===== src/rtl/ccd_timing_pkg.sv =====
package ccd_timing_pkg;
  parameter int unsigned CNT_W = 16;

  typedef enum logic [2:0] {
    ST_IDLE, ST_PRE, ST_GATE, ST_POST, ST_SHIFT
  } seq_state_e;

  typedef struct packed {
    logic [CNT_W-1:0] half;
    logic [CNT_W-1:0] gate;
    logic [CNT_W-1:0] guard;
    logic [CNT_W-1:0] rs_lead;
    logic [CNT_W-1:0] rs_wid;
    logic             rs_en;
  } line_cfg_t;
endpackage


===== src/rtl/ccd_line_seq.sv =====
module ccd_line_seq
  import ccd_timing_pkg::*;
#(
  parameter int unsigned N_LINE = 2631,
  parameter int unsigned IDX_W  = 12
) (
  input  logic             clk_i,
  input  logic             rst_ni,
  input  logic             start_i,
  input  logic             cont_i,
  input  line_cfg_t        cfg_i,
  output line_cfg_t        cfg_o,
  output logic             gate_o,
  output logic             pclk_o,
  output logic             lv_o,
  output logic [IDX_W-1:0] idx_o,
  output logic             eol_o,
  output logic [CNT_W:0]   cnt_o
);
  localparam logic [IDX_W-1:0] LAST_IDX = IDX_W'(N_LINE - 1);

  seq_state_e       state_q;
  line_cfg_t        cfg_q;
  logic [CNT_W:0]   cnt_q;
  logic [IDX_W-1:0] idx_q;
  logic             gate_q, pclk_q, lv_q, eol_q;

  logic [CNT_W:0] guard_end, gate_end, half_end, per_end;
  assign guard_end = {1'b0, cfg_q.guard} - 1'b1;
  assign gate_end  = {1'b0, cfg_q.gate} - 1'b1;
  assign half_end  = {1'b0, cfg_q.half} - 1'b1;
  assign per_end   = {cfg_q.half, 1'b0} - 1'b1;

  always_ff @(posedge clk_i or negedge rst_ni) begin
    if (!rst_ni) begin
      state_q <= ST_IDLE;
      cfg_q   <= '0;
      cnt_q   <= '0;
      idx_q   <= '0;
      gate_q  <= 1'b0;
      pclk_q  <= 1'b0;
      lv_q    <= 1'b0;
      eol_q   <= 1'b0;
    end else begin
      eol_q <= 1'b0;
      unique case (state_q)
        ST_IDLE: begin
          if (start_i) begin
            cfg_q   <= cfg_i;
            cnt_q   <= '0;
            state_q <= ST_PRE;
          end
        end
        ST_PRE: begin
          if (cnt_q == guard_end) begin
            cnt_q   <= '0;
            gate_q  <= 1'b1;
            state_q <= ST_GATE;
          end else cnt_q <= cnt_q + 1'b1;
        end
        ST_GATE: begin
          if (cnt_q == gate_end) begin
            cnt_q   <= '0;
            gate_q  <= 1'b0;
            state_q <= ST_POST;
          end else cnt_q <= cnt_q + 1'b1;
        end
        ST_POST: begin
          if (cnt_q == guard_end) begin
            cnt_q   <= '0;
            pclk_q  <= 1'b1;
            lv_q    <= 1'b1;
            idx_q   <= '0;
            state_q <= ST_SHIFT;
          end else cnt_q <= cnt_q + 1'b1;
        end
        ST_SHIFT: begin
          if (cnt_q == half_end) begin
            pclk_q <= 1'b0;
            cnt_q  <= cnt_q + 1'b1;
          end else if (cnt_q == per_end) begin
            cnt_q <= '0;
            if (idx_q == LAST_IDX) begin
              lv_q  <= 1'b0;
              idx_q <= '0;
              eol_q <= 1'b1;
              if (cont_i) begin
                cfg_q   <= cfg_i;
                state_q <= ST_PRE;
              end else state_q <= ST_IDLE;
            end else begin
              idx_q  <= idx_q + 1'b1;
              pclk_q <= 1'b1;
            end
          end else cnt_q <= cnt_q + 1'b1;
        end
        default: state_q <= ST_IDLE;
      endcase
    end
  end

  assign cfg_o  = cfg_q;
  assign gate_o = gate_q;
  assign pclk_o = pclk_q;
  assign lv_o   = lv_q;
  assign idx_o  = idx_q;
  assign eol_o  = eol_q;
  assign cnt_o  = cnt_q;
endmodule


===== src/rtl/ccd_region_dec.sv =====
module ccd_region_dec #(
  parameter int unsigned N_LEAD   = 33,
  parameter int unsigned N_EFF    = 2592,
  parameter int unsigned OB_FIRST = 12,
  parameter int unsigned N_OB     = 18,
  parameter int unsigned IDX_W    = 12
) (
  input  logic             lv_i,
  input  logic [IDX_W-1:0] idx_i,
  output logic             lead_o,
  output logic             ob_o,
  output logic             eff_o,
  output logic             trail_o
);
  localparam logic [IDX_W-1:0] EFF_LO = IDX_W'(N_LEAD);
  localparam logic [IDX_W-1:0] TRL_LO = IDX_W'(N_LEAD + N_EFF);

  logic in_ob;
  generate
    if (N_OB > 0) begin : g_ob
      localparam logic [IDX_W-1:0] OB_LO = IDX_W'(OB_FIRST);
      localparam logic [IDX_W-1:0] OB_HI = IDX_W'(OB_FIRST + N_OB);
      assign in_ob = (idx_i >= OB_LO) && (idx_i < OB_HI);
    end else begin : g_no_ob
      assign in_ob = 1'b0;
    end
  endgenerate

  assign ob_o    = lv_i && in_ob;
  assign lead_o  = lv_i && !in_ob && (idx_i < EFF_LO);
  assign eff_o   = lv_i && (idx_i >= EFF_LO) && (idx_i < TRL_LO);
  assign trail_o = lv_i && (idx_i >= TRL_LO);
endmodule


===== src/rtl/ccd_rst_pulse.sv =====
module ccd_rst_pulse
  import ccd_timing_pkg::*;
(
  input  logic             en_i,
  input  logic             lv_i,
  input  logic             pclk_i,
  input  logic [CNT_W:0]   cnt_i,
  input  logic [CNT_W-1:0] half_i,
  input  logic [CNT_W-1:0] lead_i,
  input  logic [CNT_W-1:0] wid_i,
  output logic             rs_o
);
  logic [CNT_W:0] off, lo, hi;
  // offset within the low half of the pixel period
  assign off  = cnt_i - {1'b0, half_i};
  assign lo   = {1'b0, lead_i};
  assign hi   = lo + {1'b0, wid_i};
  assign rs_o = en_i && lv_i && !pclk_i && (off >= lo) && (off < hi);
endmodule


===== src/rtl/ccd_line_timer.sv =====
module ccd_line_timer
  import ccd_timing_pkg::*;
#(
  parameter int unsigned N_LEAD   = 33,
  parameter int unsigned N_EFF    = 2592,
  parameter int unsigned N_TRAIL  = 6,
  parameter int unsigned OB_FIRST = 12,
  parameter int unsigned N_OB     = 18,
  parameter int unsigned IDX_W    = 12
) (
  input  logic             clk_i,
  input  logic             rst_ni,
  input  logic             start_i,
  input  logic             cont_i,
  input  logic             rs_en_i,
  input  logic [CNT_W-1:0] half_cnt_i,
  input  logic [CNT_W-1:0] gate_cnt_i,
  input  logic [CNT_W-1:0] guard_cnt_i,
  input  logic [CNT_W-1:0] rs_lead_i,
  input  logic [CNT_W-1:0] rs_wid_i,
  output logic             xfer_gate_o,
  output logic             pclk_o,
  output logic             pix_rst_o,
  output logic             line_valid_o,
  output logic [IDX_W-1:0] pix_idx_o,
  output logic             lead_o,
  output logic             ob_o,
  output logic             eff_o,
  output logic             trail_o,
  output logic             eol_o
);
  localparam int unsigned N_LINE = N_LEAD + N_EFF + N_TRAIL;

  line_cfg_t      cfg_in, cfg_q;
  logic [CNT_W:0] cnt;

  assign cfg_in = '{half: half_cnt_i, gate: gate_cnt_i, guard: guard_cnt_i,
                    rs_lead: rs_lead_i, rs_wid: rs_wid_i, rs_en: rs_en_i};

  ccd_line_seq #(.N_LINE(N_LINE), .IDX_W(IDX_W)) i_seq (
    .clk_i, .rst_ni, .start_i, .cont_i,
    .cfg_i(cfg_in), .cfg_o(cfg_q),
    .gate_o(xfer_gate_o), .pclk_o(pclk_o), .lv_o(line_valid_o),
    .idx_o(pix_idx_o), .eol_o(eol_o), .cnt_o(cnt)
  );

  ccd_region_dec #(
    .N_LEAD(N_LEAD), .N_EFF(N_EFF), .OB_FIRST(OB_FIRST), .N_OB(N_OB), .IDX_W(IDX_W)
  ) i_dec (
    .lv_i(line_valid_o), .idx_i(pix_idx_o),
    .lead_o, .ob_o, .eff_o, .trail_o
  );

  ccd_rst_pulse i_rs (
    .en_i(cfg_q.rs_en), .lv_i(line_valid_o), .pclk_i(pclk_o), .cnt_i(cnt),
    .half_i(cfg_q.half), .lead_i(cfg_q.rs_lead), .wid_i(cfg_q.rs_wid),
    .rs_o(pix_rst_o)
  );
endmodule


===== config.mk =====
export PLATFORM = sky130hd
export DESIGN_NAME = ccd_line_timer
export DESIGN_NICKNAME = d
export VERILOG_FILES = /design/src/rtl/ccd_timing_pkg.sv /design/src/rtl/ccd_line_seq.sv /design/src/rtl/ccd_region_dec.sv /design/src/rtl/ccd_rst_pulse.sv /design/src/rtl/ccd_line_timer.sv
export SDC_FILE = /design/constraint.sdc
export NUM_CORES = 1
export LEC_CHECK = 0
export BUFFER_PORTS_ARGS = -buffer_cell sky130_fd_sc_hd__buf_4
export CORE_ASPECT_RATIO = 0.75
export CORE_MARGIN = 5
export CORE_UTILIZATION = 50
export DETAILED_ROUTE_END_ITERATION = 12
export PLACE_DENSITY = 0.72
export REMOVE_ABC_BUFFERS = 1
export SLEW_MARGIN = 10
export SYNTH_ARGS = -nofsm -noshare
export SYNTH_HDL_FRONTEND = slang
export SYNTH_SLANG_ARGS = --single-unit

===== constraint.sdc =====
create_clock -name clk_i -period 4.22 [get_ports clk_i]
set_input_delay 0.211 -clock clk_i [delete_from_list [all_inputs] [get_ports clk_i]]
set_output_delay 0.211 -clock clk_i [all_outputs]
set_load 0.01 [all_outputs]

==> impl_metrics.csv, run 1 <==
group,metric,value,unit
run_status,outcome,"finished with violations",
run_status,violations,"setup timing",
sta,maxSlewViolCount,0,
cts,cts_tree,"built",
finish,area_delta_synth_final,22.2,%
logic_synthesis,seq_area_frac_synth,28.2,%
worst_setup_path,worstPathMaxFanout,3,
worst_setup_path,required,4010,ps
logic_synthesis,synth_cell_types,79,
finish,design_area,0.0127,sq mm
placed_design,io_buffers,105,
worst_setup_path,crit_path_top_delay_cell,"dfrtp_1",
sta,finalHoldViolations,0,
grt,grt_pass1_wl,46400,microns
power,netSwitchingFraction,42.9,%
sta,finalSetupViolations,1,
power,power_leakage,5.93,nW
placed_design,hpwl,21100,microns
cts,cts.htree.levels,4,
finish,finalNetCount,1425,
worst_setup_path,r2r_slack,210,ps
die,dieHeight,135,microns
sta,grt_setup_unrepaired,"true",
grt,grt_max_degree,51,
grt,grt_pass1_vias,8913,
sta,slew-limit-headroom,43.5,%
die,initial_core_util,51.1,%
logic_synthesis,synth_top_cell_area_share,28.2,%
power,p_comb_share,62.4,%
sta,fmax,234,MHz
drt,drc,0,
die,rows,45,
cts,cts_buffer_depth,2,
finish,stdcell_count,1561,
power,clkPwrFrac,15.9,%
worst_setup_path,timing.critical_path.max_delay_family,"compound AO/OA/AOI/OAI gates",
finish,drive_above_1_share,26.6,%
placed_design,postPlaceCellArea,0.0118,sq mm
die,pin_count,106,
logic_synthesis,synth_edf_count,0,
logic_synthesis,synth.most_common_cell,"dfrtp_1",
drt,avgRoutedWirePerCell,18.0,microns
drt,first_pass_iters,5,
finish,num_antenna_cells,0,
die,die_x,176,microns
cts,clk_pin_slew,60,ps
cts,clock_latency,420,ps
sta,fin_skew,7.77,ps
drt,viasPerCell,5.88,
placed_design,gp_congestion,0.994,
logic_synthesis,synth-seq-cells,117,
logic_synthesis,yosys-top-cells-area,"dfrtp_1 (28%), mux2_4 (12%), ha_1 (8.4%), xnor2_1 (5.6%), xor2_1 (2.8%)",
finish,final_util,62.4,%
drt,routed_wl,28100,microns
cts,cts_buffers,17,
cts,clock-sinks,117,
worst_setup_path,worst-path-buf-inv,1,
worst_setup_path,critical_path_class,"reg -> out",
sta,layout_worst_path_cycle_share,101,%
power,power.switching,4.28,mW
die,die_area,0.0238,sq mm
die,core,0.0203,sq mm
worst_setup_path,cp.arrival,4060,ps
sta,setup_ws,-48.3,ps
sta,finalSetupTns,-48.3,ps
grt,track_usage,23.9,%
drt,drt_iter0_drc,712,
power,peakVddDrop,0.000418,V
worst_setup_path,crit_path_cell_trace,"ha_1, nor2b_1, o21ai_1, a21boi_1, o211ai_1, a21oi_2, nor3_1, xnor2_1, ha_1, and3_4, a221oi_4, maj3_2, o31a_1, a221oi_2, buf_4",
logic_synthesis,synth_top_cell_by_area,"dfrtp_1",
power,p_per_area,788,mW/mm^2
logic_synthesis,synth_common_cells,"dfrtp_1 (117), mux2_4 (80), nand2_1 (73), ha_1 (70), nor2_1 (67)",
power,p_total,9.99,mW
logic_synthesis,synth-main-ff-cell,"dfrtp_1",
worst_setup_path,crit_path_frequent_cell,"ha_1",
logic_synthesis,synth_area,0.0104,sq mm
drt,ant_nets,0,
sta,post-route-min-period,4270,ps
worst_setup_path,cp_slowest_stage_delay,420,ps
sta,tightest_slew,840,ps
placed_design,dp_cells,1521,
logic_synthesis,avgSynthCellArea,9.18,sq um
finish,fillCellCount,1692,
sta,holdWs,14.2,ps
power,p_int,5.71,mW
worst_hold_path,hp-class,"in -> reg",
cts,cts_root_buffer,"clkbuf_16",
flow_run,cap_violations,0,
placed_design,dp_slack,-89.6,ps
grt,antenna_found_initial,0,
worst_setup_path,crit_path_start_kind,"flip-flop",
logic_synthesis,syn-instance-count,1131,
logic_synthesis,ys_warn_count,0,
worst_setup_path,end_kind,"output pin",
logic_synthesis,synthArstFlopShare,100,%
drt,vias,9177,
grt,grt_overflow,0,
power,pwr-share-seq,21.7,%
[area by class of cell]
class | instances | area, sq um | share of cell area (%)
Multi-Input combinational cell | 892 | 7080 | 55.9
Sequential cell | 117 | 2930 | 23.1
Timing Repair Buffer | 180 | 1460 | 11.5
Clock buffer | 20 | 447 | 3.52
Tap cell | 282 | 353 | 2.78
Inverter | 60 | 225 | 1.78
Clock inverter | 10 | 180 | 1.42
[metal layers]
layer	GRT usage (%)	wire length (microns)	up-vias
met4	5.50	371	0
met1	36.0	13800	4419
met2	34.9	11900	293
li1	-	-	4435
met5	0	0	-
met3	5.37	2010	30
[state kept, by name, summed over array words and instances (netlist names)]
register	flops
i_seq.cnt_o	17
i_seq.pclk_o	1
i_seq.cfg_o	81
i_seq.gate_o	1
i_seq.state_q	3
i_seq.eol_o	1
i_seq.lv_o	1
i_seq.idx_o	12
[placed cells by master (no fill, tap or decap), types with 33 or more instances in the layout]
master,instances
a21oi_1,41
buf_4,167
dfrtp_1,116
ha_1,68
inv_1,58
mux2_4,80
nand2_1,73
nand3_1,42
nor2_1,65
nor3_1,39
o21ai_0,42
xnor2_1,66
xor2_1,33
[power groups by stage]
stage	clock (mW)	sequential (mW)	combinational, mW
floorplan	0	2.07	4.25
global placement	0	2.15	5.50
detailed placement	0	2.16	5.64
CTS	1.60	2.16	6.01
global route	1.65	2.25	6.91
finish	1.58	2.17	6.24
[path summary, 6_finish.rpt]
kind,startpoint,endpoint,cells past startpoint
worst min-delay path,gate_cnt_i[8],i_seq.cfg_o[57]$_DFFE_PN0P_,2
min in group asynchronous,rst_ni,i_seq.cfg_o[14]$_DFFE_PN0P_,2
worst max register to register,i_seq.cfg_o[65]$_DFFE_PN0P_,i_seq.cfg_o[6]$_DFFE_PN0P_,14
max in group asynchronous,rst_ni,i_seq.cfg_o[70]$_DFFE_PN0P_,3
worst min register to register,i_seq.cfg_o[13]$_DFFE_PN0P_,i_seq.cfg_o[13]$_DFFE_PN0P_,1
worst max-delay path,i_seq.cnt_o[1]$_DFFE_PN0P_,pix_rst_o,15
[timing repair]
item / CTS / global route
buffers inserted: 2 / 3
hold endpoints to repair: 43 / 2
endpoints found under the setup margin: 1 / 1
pin swaps: 20 / 16
hold buffers: 3 / 2
resized for setup: 27 / 15
[kinds of logic (layout without fill, tap and decap cells)]
logic type	count (synthesis)	count (layout)	synth area share (%)
xor gates and xnor gates	101	101	8.80
AOI/OAI and AO/OA	233	233	15.3
adders and majority gates	74	74	9.02
and+or+nand+nor	389	389	20.5
DFF	117	117	28.2
buffers and inverters	122	270	5.12
muxes	95	95	13.1
Power figures use the tool's default switching activity.
==> run 2, diff against run 1 <==
--- a/config.mk
+++ b/config.mk
@@ -5,6 +5,7 @@
 export SDC_FILE = /design/constraint.sdc
 export NUM_CORES = 1
 export LEC_CHECK = 0
+export ABC_AREA = 1
 export BUFFER_PORTS_ARGS = -buffer_cell sky130_fd_sc_hd__buf_4
 export CORE_ASPECT_RATIO = 0.75
 export CORE_MARGIN = 5
==> run 2 against run 1 <==
The flow now finishes without violations. Largest power group unchanged. First-iteration DRC count rose by 51%. Synthesized cell count increased by 54%. Global-route usage is 2.5 points higher. Final cell count rose by 37%. Sequential share of layout area is essentially flat. Design area is 0.14% higher. Highest routed layer unchanged.
==> impl_metrics.csv, run 2 <==
group,metric,value,unit
run_status,outcome,"finished, final reports clean",
sta,slew-limit-headroom,47.3,%
logic_synthesis,synth-main-ff-cell,"dfrtp_1",
worst_setup_path,end_kind,"output pin",
power,power.switching,5.65,mW
sta,finalSetupTns,0,ps
drt,first_pass_iters,6,
die,dieHeight,139,microns
sta,fin_skew,13.4,ps
worst_setup_path,r2r_slack,790,ps
grt,grt_overflow,0,
grt,grt_pass1_vias,11000,
grt,antenna_found_initial,0,
logic_synthesis,synth_top_cell_area_share,26.5,%
power,p_comb_share,67.5,%
logic_synthesis,ys_warn_count,0,
cts,cts_tree,"built",
worst_setup_path,critical_path_class,"reg -> out",
die,initial_core_util,50.5,%
sta,grt_setup_unrepaired,"false",
finish,area_delta_synth_final,15.0,%
cts,cts.htree.levels,4,
logic_synthesis,synth.most_common_cell,"nand2_1",
logic_synthesis,synth_edf_count,0,
power,power_leakage,6.72,nW
finish,num_antenna_cells,0,
worst_setup_path,reg2reg_to,"i_seq.cfg_o[16]$_DFFE_PN0P_",
sta,maxSlewViolCount,0,
drt,viasPerCell,5.47,
finish,drive_above_1_share,10.9,%
drt,drc,0,
worst_setup_path,crit_path_end,"pix_rst_o",
logic_synthesis,seq_area_frac_synth,26.5,%
power,peakVddDrop,0.000425,V
sta,layout_worst_path_cycle_share,93.7,%
worst_setup_path,cp.arrival,3740,ps
die,die_x,182,microns
worst_setup_path,required,4010,ps
worst_setup_path,rr_worst_depth,18,
power,netSwitchingFraction,52.6,%
sta,holdWs,17.8,ps
worst_setup_path,critPathLaunch,"i_seq.cnt_o[2]$_DFFE_PN0P_",
sta,finalHoldViolations,0,
placed_design,gp_congestion,0.969,
placed_design,io_buffers,105,
drt,routed_wl,33400,microns
die,rows,47,
cts,clock-sinks,117,
finish,largest_register_ffs,81,
finish,layout_commonest_cell,"nand2_1",
sta,tightest_slew,784,ps
placed_design,hpwl,25800,microns
worst_setup_path,worst_r2r_startpoint,"i_seq.cfg_o[65]$_DFFE_PN0P_",
logic_synthesis,yosys-top-cells-area,"dfrtp_1 (27%), nand2_1 (20%), nand3_1 (8.2%), ha_1 (7.9%), nand4_1 (6.7%)",
worst_setup_path,crit_path_start_kind,"flip-flop",
finish,final_cell_mix,"nand2_1 (595), nand3_1 (181), nor2_1 (176)",
sta,fmax,253,MHz
sta,post-route-min-period,3950,ps
grt,grt_max_degree,56,
drt,ant_nets,0,
drt,avgRoutedWirePerCell,15.6,microns
logic_synthesis,synth_top_cell_by_area,"dfrtp_1",
worst_hold_path,hp-class,"in -> reg",
grt,grt_pass1_wl,55100,microns
logic_synthesis,synth_area,0.0110,sq mm
power,p_int,5.08,mW
die,core,0.0219,sq mm
logic_synthesis,synthArstFlopShare,100,%
cts,clock_latency,430,ps
die,pin_count,106,
logic_synthesis,syn-instance-count,1738,
sta,finalSetupViolations,0,
logic_synthesis,avgSynthCellArea,6.35,sq um
flow_run,cap_violations,0,
logic_synthesis,synth-seq-cells,117,
grt,track_usage,26.4,%
worst_setup_path,worstPathMaxFanout,10,
power,p_per_area,846,mW/mm^2
power,pwr-share-seq,19.2,%
finish,fillCellCount,2153,
cts,clk_pin_slew,60,ps
finish,finalNetCount,1989,
power,clkPwrFrac,13.3,%
drt,drt_iter0_drc,1076,
drt,vias,11700,
die,die_area,0.0252,sq mm
cts,cts_buffer_depth,2,
logic_synthesis,synth_cell_types,44,
cts,cts_buffers,17,
logic_synthesis,synth_common_cells,"nand2_1 (595), nand3_1 (182), nor2_1 (177), inv_1 (174), nand4_1 (118)",
cts,cts_root_buffer,"clkbuf_16",
-- run 2: cell types whose count changed in the layout (fill, tap and decap cells not counted), moves of 14 or more --
cell	previous run	this run
buf_4	167	130
nand4_1	19	118
inv_1	58	172
nor4_1	29	9
xnor2_1	66	20
nor2_1	65	176
and3_1	19	0
nand3_1	42	181
nand2_1	73	595
nor2b_1	14	0
nor3_1	39	16
mux2_4	80	0
-- run 2: power by group through the flow --
| stage | registers (mW) | clock network, mW | logic (mW) |
|---|---|---|---|
| 2_1_floorplan | 1.95 | 0 | 5.24 |
| 3_3_place_gp | 2.05 | 0 | 6.82 |
| 3_5_place_dp | 2.06 | 0 | 6.99 |
| 4_1_cts | 2.05 | 1.44 | 7.07 |
| 5_1_grt | 2.13 | 1.49 | 8.25 |
| 6_report | 2.06 | 1.43 | 7.25 |
-- run 2: cells by family after synthesis --
kind of cell | after synthesis | share of synthesized area, %
xor gates and xnor gates | 61 | 4.97
and+or+nand+nor | 1139 | 45.1
AOI/OAI and AO/OA | 116 | 5.84
adders and majority gates | 72 | 8.29
DFF | 117 | 26.5
buffers and inverters | 233 | 9.24
-- run 2: what timing repair did --
item / 4_1_cts / 5_1_grt
gates resized for setup: 1 / 20
setup endpoints to repair: 1 / 1
cloned: 0 / 0
pin swaps: 0 / 1
hold buffers: 1 / 0
buffers inserted: 0 / 1
endpoints found under the hold margin: 53 / 0
-- run 2: metal layers --
layer	GRT usage, %	wire length, microns	vias up	part of all wire [%]
met5	0	0	-	0
met4	7.26	662	0	2.0
met3	5.95	2760	52	8.3
met2	38.9	13800	441	41
met1	38.8	16200	5295	48
li1	-	-	5905	-
-- run 2: layout make-up --
class	count	area, sq um	share of cell area, %
clock inverters	9	105	0.828
inverters	175	657	5.17
multi-input cells	1388	7150	56.3
repair buffers	133	1030	8.08
well taps	294	368	2.90
clock buffers	21	460	3.63
flip-flops and latches	117	2930	23.1
-- run 2: through the flow --
step,instance area (sq um),std cells,power (mW),setup WS (ps),util (%)
after CTS,12600,2136,10.6,48.2,57.8
after detailed placement,12100,2105,9.05,478,55.1
after global routing,12700,2137,11.9,3.04,58.0
after global placement,12100,2105,8.87,587,55.1
final,12700,2137,10.7,266,58.0
after floorplan,10700,1680,7.19,-1090,-
-- run 2: worst min path at each step --
stage                                from                           to  slack [ps]  cells past startpoint
after floorplan                    rst_ni   i_seq.cfg_o[0]$_DFFE_PN0P_         -80                      0
after global placement             rst_ni  i_seq.cfg_o[53]$_DFFE_PN0P_         310                      1
after detailed placement           rst_ni  i_seq.cfg_o[18]$_DFFE_PN0P_         320                      1
after CTS                    rs_lead_i[6]  i_seq.cfg_o[23]$_DFFE_PN0P_          10                      3
after global routing      guard_cnt_i[12]  i_seq.cfg_o[45]$_DFFE_PN0P_          10                      3
final                     guard_cnt_i[12]  i_seq.cfg_o[45]$_DFFE_PN0P_          20                      3
-- run 2: worst max-delay path: stages, from the launching register on --
cell	delay, ps
dfrtp_2	490
ha_1	390
inv_1	110
nor3_1	270
a21oi_2	110
o21ai_0	160
buf_4	160
a21oi_2	70
o21ai_2	160
a21oi_1	110
xor2_1	170
ha_1	290
nand2_1	70
nor3_1	190
nand4_1	130
nand2_1	70
nor2_1	40
a21oi_1	170
buf_4	150
==> run 3, diff against run 2 <==
--- a/config.mk
+++ b/config.mk
@@ -9,9 +9,9 @@
 export BUFFER_PORTS_ARGS = -buffer_cell sky130_fd_sc_hd__buf_4
 export CORE_ASPECT_RATIO = 0.75
 export CORE_MARGIN = 5
-export CORE_UTILIZATION = 50
+export CORE_UTILIZATION = 60
 export DETAILED_ROUTE_END_ITERATION = 12
-export PLACE_DENSITY = 0.72
+export PLACE_DENSITY = 0.84
 export REMOVE_ABC_BUFFERS = 1
 export SLEW_MARGIN = 10
 export SYNTH_ARGS = -nofsm -noshare
==> run 3 against run 2 <==
Combinational power grew 2%. Fmax shrank 2.5%. Power grew 2.6%. Sequential share of layout area is essentially flat. Clock skew is essentially flat. Wire length grew 3.0%. Register-to-register slack lost 250 ps. Final cell count shrank 2.3%. Flip-flop and latch count is the same. Clock power grew 11%. Worst hold slack lost 2.1 ps. Largest cell class unchanged. Setup slack lost 100 ps.
==> impl_metrics.csv, run 3 (same netlist as run 2, synthesis figures left out) <==
group,metric,value,unit
worst_hold_path,hp-start,"rs_lead_i[11]",
worst_hold_path,hp-class,"in -> reg",
finish,num_antenna_cells,0,
drt,vias,12000,
cts,cts_root_buffer,"clkbuf_16",
worst_setup_path,end_kind,"output pin",
sta,fmax,247,MHz
finish,largest_register_ffs,81,
run_status,outcome,"finished, final reports clean",
sta,slew-limit-headroom,38.7,%
grt,track_usage,32.3,%
placed_design,hpwl,25800,microns
drt,first_pass_iters,5,
placed_design,dp_cells,2054,
cts,clock_latency,440,ps
worst_setup_path,worstPathMaxFanout,3,
drt,drt_iter0_drc,1176,
finish,stdcell_count,2087,
drt,routed_wl,34400,microns
worst_hold_path,hold_depth,3,
power,peakVddDrop,0.000441,V
die,core,0.0183,sq mm
placed_design,postPlaceCellArea,0.0120,sq mm
finish,design_area,0.0127,sq mm
drt,avgRoutedWirePerCell,16.5,microns
finish,drive_above_1_share,10.8,%
finish,final_cell_mix,"nand2_1 (595), nand3_1 (182), nor2_1 (176)",
sta,maxSlewViolCount,0,
sta,finalSetupViolations,0,
grt,grt_pass1_vias,11300,
grt,antenna_found_initial,0,
cts,cts_setup_buffers,0,
cts,cts.htree.levels,4,
placed_design,gp_congestion,0.985,
sta,finalHoldViolations,0,
finish,finalNetCount,1984,
worst_setup_path,required,4010,ps
grt,grt_overflow,0,
power,p_total,11.0,mW
die,die_area,0.0212,sq mm
sta,layout_worst_path_cycle_share,96.1,%
sta,grt_setup_unrepaired,"false",
die,initial_core_util,60.4,%
die,die_x,167,microns
drt,drc,0,
drt,viasPerCell,5.76,
worst_setup_path,critical_path_class,"reg -> out",
cts,cts_buffers,17,
grt,grt_max_degree,59,
flow_run,cap_violations,0,
cts,clk_pin_slew,60,ps
die,pin_count,106,
worst_setup_path,r2r_slack,540,ps
grt,grt_pass1_wl,56400,microns
worst_setup_path,reg2reg_to,"i_seq.idx_o[9]$_DFFE_PN0P_",
sta,tightest_slew,919,ps
power,p_per_area,867,mW/mm^2
cts,cts_tree,"built",
sta,holdWs,15.7,ps
die,rows,43,
cts,clock-sinks,117,
sta,post-route-min-period,4050,ps
finish,layout_commonest_cell,"nand2_1",
placed_design,io_buffers,105,
worst_setup_path,cp.arrival,3840,ps
drt,ant_nets,0,
sta,fin_skew,13.6,ps
worst_setup_path,crit_path_start_kind,"flip-flop",
worst_hold_path,hold_end,"i_seq.cfg_o[28]$_DFFE_PN0P_",
power,power_leakage,6.73,nW
die,dieHeight,127,microns
worst_setup_path,worst_r2r_startpoint,"i_seq.cfg_o[65]$_DFFE_PN0P_",
finish,area_delta_synth_final,15.0,%
worst_setup_path,rr_worst_depth,17,
cts,cts_buffer_depth,2,
## run 3: per-stage QoR
step                      setup TNS (ps)  utilization (%)  setup slack, ps
final                                  0             69.4              166
after global routing                   0             69.4             9.60
after CTS                              0             69.0             10.5
after detailed placement               0             65.5              543
after global placement                 0             65.5              634
after floorplan                   -89160                -            -1090
## run 3: metal layers
| metal | track usage, % | vias up | part of all wire [%] |
|---|---|---|---|
| met5 | 0 | - | 0 |
| met2 | 49.9 | 552 | 43 |
| li1 | - | 5891 | - |
| met4 | 9.57 | 0 | 2.3 |
| met3 | 7.92 | 68 | 10 |
| met1 | 45.2 | 5506 | 45 |
## run 3: timing repair
action                                  in CTS  in global routing
endpoints found under the setup margin       0                  1
gates resized for setup                      0                 23
hold buffers                                 1                  0
endpoints found under the hold margin       29                  0
## run 3: power by group
part | internal [mW] | switching (mW) | leakage, nW
registers | 1.57 | 0.495 | 1.49
clock network | 0.994 | 0.597 | 0.301
logic | 2.63 | 4.73 | 4.95
total | 5.19 | 5.82 | 6.73
## run 3: final cells by class
type | count | area, sq um
fill | 1604 | 5600
tap | 247 | 309
clock inverter | 14 | 201
timing repair buffer | 128 | 988
inverter | 175 | 657
multi-input combinational | 1388 | 7180
clock buffer | 18 | 429
sequential | 117 | 2930
## run 3: how the worst max path moves through the flow
| stage | startpoint | endpoint | slack [ps] | cells past startpoint |
|---|---|---|---|---|
| floorplan | i_seq.idx_o[8]$_DFFE_PN0P_ | i_seq.cfg_o[0]$_DFFE_PN0P_ | -1090 | 8 |
| global placement | i_seq.cnt_o[0]$_DFFE_PN0P_ | pix_rst_o | 630 | 17 |
| detailed placement | i_seq.cnt_o[0]$_DFFE_PN0P_ | pix_rst_o | 540 | 17 |
| CTS | i_seq.cfg_o[67]$_DFFE_PN0P_ | pix_rst_o | 10 | 20 |
| global route | i_seq.cnt_o[0]$_DFFE_PN0P_ | pix_rst_o | 10 | 20 |
| finish | i_seq.cfg_o[17]$_DFFE_PN0P_ | pix_rst_o | 170 | 19 |
## run 3: critical path: stages (launching register included)
cell	delay (ps)
dfrtp_1	380
ha_1	230
inv_1	70
fa_1	460
o31ai_1	380
xor2_1	240
ha_1	280
a21o_1	180
nor2_1	110
a21oi_1	80
o21ai_0	230
nand2_1	130
nand2_1	80
nand3_1	70
nand2_1	70
nand2_1	50
nand2_1	60
nand2_1	50
a21oi_1	130
buf_4	140
